`config.mk`:
```
export PLATFORM = sky130hd
export DESIGN_NAME = pwm_phase_timebase
export DESIGN_NICKNAME = d
export VERILOG_FILES = /design/src/rtl/ptb_pkg.sv /design/src/rtl/ptb_sync_gate.sv /design/src/rtl/ptb_counter.sv /design/src/rtl/ptb_zero_flag.sv /design/src/rtl/pwm_phase_timebase.sv
export SDC_FILE = /design/constraint.sdc
export NUM_CORES = 1
export LEC_CHECK = 0
export BUFFER_PORTS_ARGS = -buffer_cell sky130_fd_sc_hd__buf_2
export CELL_PAD_IN_SITES_DETAIL_PLACEMENT = 2
export CELL_PAD_IN_SITES_GLOBAL_PLACEMENT = 2
export CORE_MARGIN = 10
export CORE_UTILIZATION = 27
export DETAILED_ROUTE_END_ITERATION = 8
export MAX_ROUTING_LAYER = met4
export PLACE_DENSITY = 0.91
export SLEW_MARGIN = 25
export SYNTH_ARGS = -nofsm -noshare
export SYNTH_HDL_FRONTEND = slang
export SYNTH_SLANG_ARGS = --single-unit
export TNS_END_PERCENT = 100
```
`constraint.sdc`:
```
create_clock -name clk -period 2.35 [get_ports clk]
set_clock_uncertainty 0.15 [all_clocks]
set_input_delay 0.1175 -clock clk [delete_from_list [all_inputs] [get_ports clk]]
set_output_delay 0.1175 -clock clk [all_outputs]
set_load 0.01 [all_outputs]
```
`src/rtl/ptb_pkg.sv`:
```
package ptb_pkg;

    typedef enum logic [1:0] {
        ACT_HOLD,
        ACT_INC,
        ACT_WRAP,
        ACT_LOAD
    } ptb_act_e;

    typedef struct packed {
        logic sw_pulse;
        logic event_seen;
        logic load_due;
    } ptb_sync_s;

    function automatic ptb_act_e ptb_pick_act(input logic tick,
                                              input logic load_due,
                                              input logic at_period);
        ptb_act_e act;
        if (!tick)
            act = ACT_HOLD;
        else if (load_due)
            act = ACT_LOAD;
        else if (at_period)
            act = ACT_WRAP;
        else
            act = ACT_INC;
        return act;
    endfunction

endpackage

```
`src/rtl/ptb_sync_gate.sv`:
```
module ptb_sync_gate
    import ptb_pkg::*;
(
    input  logic      clk,
    input  logic      rst,
    input  logic      tb_en,
    input  logic      phase_en,
    input  logic      sync_in,
    input  logic      swsync_wr,
    output ptb_sync_s sync_st
);

    logic sw_prev;
    logic pend_q;
    logic pend_d;
    logic sw_pulse;
    logic evt;

    assign sw_pulse = swsync_wr & ~sw_prev;
    assign evt      = sync_in | sw_pulse;

    always_comb begin
        if (!phase_en)
            pend_d = 1'b0;
        else if (evt)
            pend_d = 1'b1;
        else if (tb_en)
            pend_d = 1'b0;
        else
            pend_d = pend_q;
    end

    always_ff @(posedge clk) begin
        if (rst) begin
            sw_prev <= 1'b0;
            pend_q  <= 1'b0;
        end else begin
            sw_prev <= swsync_wr;
            pend_q  <= pend_d;
        end
    end

    assign sync_st.sw_pulse   = sw_pulse;
    assign sync_st.event_seen = evt;
    assign sync_st.load_due   = pend_q;

endmodule

```
`src/rtl/ptb_counter.sv`:
```
module ptb_counter
    import ptb_pkg::*;
#(
    parameter int CNT_W = 16
) (
    input  logic             clk,
    input  logic             rst,
    input  logic             tb_en,
    input  logic             load_due,
    input  logic [CNT_W-1:0] phase_val,
    input  logic [CNT_W-1:0] period_val,
    output logic [CNT_W-1:0] cnt,
    output logic [CNT_W-1:0] cnt_nxt
);

    localparam logic [CNT_W-1:0] ONE  = CNT_W'(1);
    localparam logic [CNT_W-1:0] ZERO = '0;

    ptb_act_e act;

    always_comb begin
        act = ptb_pick_act(tb_en, load_due, cnt == period_val);
        case (act)
            ACT_LOAD: cnt_nxt = phase_val;
            ACT_WRAP: cnt_nxt = ZERO;
            ACT_INC:  cnt_nxt = cnt + ONE;
            default:  cnt_nxt = cnt;
        endcase
    end

    always_ff @(posedge clk) begin
        if (rst)
            cnt <= ZERO;
        else
            cnt <= cnt_nxt;
    end

endmodule

```
`src/rtl/ptb_zero_flag.sv`:
```
module ptb_zero_flag #(
    parameter int CNT_W = 16
) (
    input  logic             clk,
    input  logic             rst,
    input  logic             tb_en,
    input  logic [CNT_W-1:0] cnt_nxt,
    output logic             sync_out
);

    always_ff @(posedge clk) begin
        if (rst)
            sync_out <= 1'b0;
        else
            sync_out <= tb_en && (cnt_nxt == '0);
    end

endmodule

```
`src/rtl/pwm_phase_timebase.sv`:
```
module pwm_phase_timebase
    import ptb_pkg::*;
#(
    parameter int CNT_W = 16
) (
    input  logic             clk,
    input  logic             rst,
    input  logic             tb_en,
    input  logic             phase_en,
    input  logic [CNT_W-1:0] phase_val,
    input  logic [CNT_W-1:0] period_val,
    input  logic             sync_in,
    input  logic             swsync_wr,
    output logic [CNT_W-1:0] cnt,
    output logic             sync_out
);

    ptb_sync_s        sync_st;
    logic [CNT_W-1:0] cnt_nxt;
    logic             load_due;
    logic             sw_pulse;

    assign load_due = sync_st.load_due;
    assign sw_pulse = sync_st.sw_pulse;

    ptb_sync_gate u_sync (
        .clk       (clk),
        .rst       (rst),
        .tb_en     (tb_en),
        .phase_en  (phase_en),
        .sync_in   (sync_in),
        .swsync_wr (swsync_wr),
        .sync_st   (sync_st)
    );

    ptb_counter #(.CNT_W(CNT_W)) u_cnt (
        .clk        (clk),
        .rst        (rst),
        .tb_en      (tb_en),
        .load_due   (load_due),
        .phase_val  (phase_val),
        .period_val (period_val),
        .cnt        (cnt),
        .cnt_nxt    (cnt_nxt)
    );

    ptb_zero_flag #(.CNT_W(CNT_W)) u_zero (
        .clk      (clk),
        .rst      (rst),
        .tb_en    (tb_en),
        .cnt_nxt  (cnt_nxt),
        .sync_out (sync_out)
    );

endmodule

```
==> run metrics <==
clock sink count=19; vias=1,998; GPL Wtd Cong=0.935; most used cell along the critical path=nand4_1; RSZ-0062 raised after global routing=true; post-synth top area share=25.5%; global-route wire length before repair=13,100 um; post-synthesis net count=227; syn_area_per_cell=7.93 um^2; end-of-flow core utilization=45.7%; Synth Area in Compound Gates=24.7%; Psw=343 uW; clock buffer depth=2; crit-path cells=xnor2_2 -> nand4_1 -> nor4_4 -> buf_4 -> buf_6 -> a211oi_2 -> a311oi_2 -> nand4_1 -> nor4_2; FF+latch area=412 um^2; die height=94.3 um; CP Max Fanout=5; Startpoint Class=flop; Worst-Skew Late Latency=0.27 ns; Reg power frac=37.7%; Slew headroom=64.7%; Fin. Hold Viols=0; Initial Util=27.4%; internal power=624 uW; total power=968 uW; post-route ant nets=0; routed len/inst=25.2 um; die area=0.00890 mm^2; multiplexer share of the synthesized area=0.671%; most common cell after layout, fill and taps aside=buf_2; critical path type=reg2reg; min Tclk post-route=2.48 ns; outcome=complete, but fails checks; FF+latch count, synth=19; fmax=0.403 GHz; final setup fails=2; DP Wirelength=5550 um; drt initial violations=175; largest net degree at the start of global routing=29; Sw Ratio=35.5%; gr ovfl total=0; Row Count=27; max incr delay on CP=0.37 ns; Slew Limit Fails=0; drt pass-1 iters=4; Post-Synth XOR/XNOR Area=11.0%; DIE WIDTH=94.3 um; Clock power frac=26.5%; port bufs=54; Worst Path Required=2.38 ns; most frequent cells in the layout=buf_2 (54), buf_4 (46), nor2_1 (26); worst hold start=phase_val[1]; TritonCTS buffer count=3; sequential cell area fraction in the yosys report=25.5%; layout cell share with drive strength beyond 1=52.6%; Leak=0.00108 uW; Async SR Flop Fraction=0%; Top FF cell, synth=dfxtp_1; GRT Total Usage=19.5%; vias in the first global route=2,268; largest family of logic cells by synthesized area=simple AND/OR/NAND/NOR gates; Comb pwr share=35.8%; fillers=619; failing checks=setup timing; final wirelength=9110 um; post-synth top area cell=dfxtp_1; Crit-path slowest cell=dfxtp_4; Setup WS post-layout=-0.133 ns; Worst setup EP type=flop; DRC errors left=0; P&R area growth vs syn=66.8%; pwr/cell area=389 mW/mm^2; crit share post-route=106%; Worst Tran Pin Value=0.524 ns; Ys Warns=0; clock slew at reported path FFs=0.09 ns; number of diodes=0; CTS tree=done; area share of fa/ha/maj cells after synthesis=0.839%; worst min-delay path class=in2reg; core area=0.00544 mm^2; count of cell types in the netlist=45; Synth Area in Simple Gates=30.5%; max cap viols=0; initial antenna violation count=0; top cells by area, synth=dfxtp_1 (26%), xnor2_1 (8.8%), a221oi_2 (7.0%); I/O Pins=55; nets=329; VDD IR max=203 uV; worst r2r src=u_cnt.cnt[7]; Worst Setup SP=u_cnt.cnt[7]; setup tns final=-0.164 ns; Post-synth EDFFs=0; CTS H-Tree Depth=1; Multi-input gate area=0.00116 mm^2; Root Buffer=clkbuf_8; CP arrival=2.52 ns; cells after synthesis=188; Via density=5.53; post-synthesis cell area=0.00149 mm^2
-- critical path, delay by kind of cell, from the launching register on --
| kind | cells | cell delay, ns |
|---|---|---|
| AO/OA/AOI/OAI | 2 | 0.33 |
| AND/OR/NAND/NOR | 4 | 1.04 |
| XOR/XNOR | 1 | 0.16 |
| flip-flops | 1 | 0.37 |
| buffers and inverters | 2 | 0.35 |
-- kinds of logic (layout without fill, tap and decap cells) --
kind of cell,Yosys count,after routing
buffers and inverters,22,123
DFF,19,19
and+or+nand+nor,85,85
xor gates and xnor gates,17,17
AOI/OAI and AO/OA,43,43
muxes,1,1
adders and majority gates,1,1
-- stage by stage --
step | worst slack [ns] | std cells | instance area, um^2 | hold WS, ns
global route | -0.293 | 361 | 2490 | 0.0262
CTS | -0.00820 | 353 | 2340 | 0.000125
finish | -0.133 | 361 | 2490 | 0.0163
floorplan | 0.109 | 188 | 1490 | 0.0957
detailed placement | -0.225 | 330 | 2010 | 0.212
global placement | -0.0440 | 330 | 2010 | 0.191
-- synthesized netlist by cell type, types with 2 or more instances --
cell type and count:
a22o_1 2, inv_1 7, xnor2_1 15, xnor2_2 2, a211oi_1 2, nor3_1 2, or4_1 2, o31ai_1 3
a311oi_2 2, or2_1 2, a21oi_1 7, nand2_1 11, a221oi_2 7, nand3_1 11, nor2_1 26, or3b_1 2
clkbuf_1 8, buf_6 2, o21ai_1 2, nand3b_1 2, nand4_1 10, o21ai_0 5, a221oi_1 2, dfxtp_1 19
nor4_1 6, buf_2 4, and3_1 2, a22oi_1 4, or3_1 3
-- flip-flops by register name, indices dropped and copies added (netlist names) --
register,count
u_sync.pend_q,1
u_cnt.cnt,16
u_sync.sw_prev,1
u_zero.sync_out,1
-- repair_timing --
item / CTS / global route
pin swaps: 15 / 15
setup buffers: 12 / 8
gates resized for setup: 27 / 18
endpoints found under the setup margin: 7 / 4
hold endpoints to repair: 7 / 0
hold buffers: 7 / 0
-- final timing paths --
| check | to | slack (ns) | depth (start not counted) |
|---|---|---|---|
| hold / removal | u_cnt.cnt[1] | 0.02 | 3 |
| setup / recovery | u_zero.sync_out | -0.13 | 9 |
| setup reg to reg | u_zero.sync_out | -0.13 | 9 |
| hold reg to reg | u_sync.pend_q | 0.45 | 2 |
-- power by group through the flow --
stage	logic, uW	registers [uW]	clock network, uW
2_1_floorplan	138	372	0
3_3_place_gp	262	367	0
3_5_place_dp	272	370	0
4_1_cts	318	363	258
5_1_grt	372	367	271
6_report	346	365	257
-- final cells by class --
cell class / instances / area share, %
multi-input combinational: 147 / 46.8
timing repair buffer: 112 / 30.2
sequential: 19 / 16.5
tap: 72 / 3.62
clock buffer: 4 / 1.81
inverter: 7 / 1.06
-- routing by layer --
layer | up-vias | wire length [um] | track usage [%]
li1 | 903 | - | -
met1 | 977 | 3570 | 22.3
met2 | 94 | 4630 | 32.3
met3 | 24 | 575 | 3.28
met4 | 0 | 334 | 9.11
met5 | - | 0 | -
No activity file was read; power rests on OpenSTA's default activity.
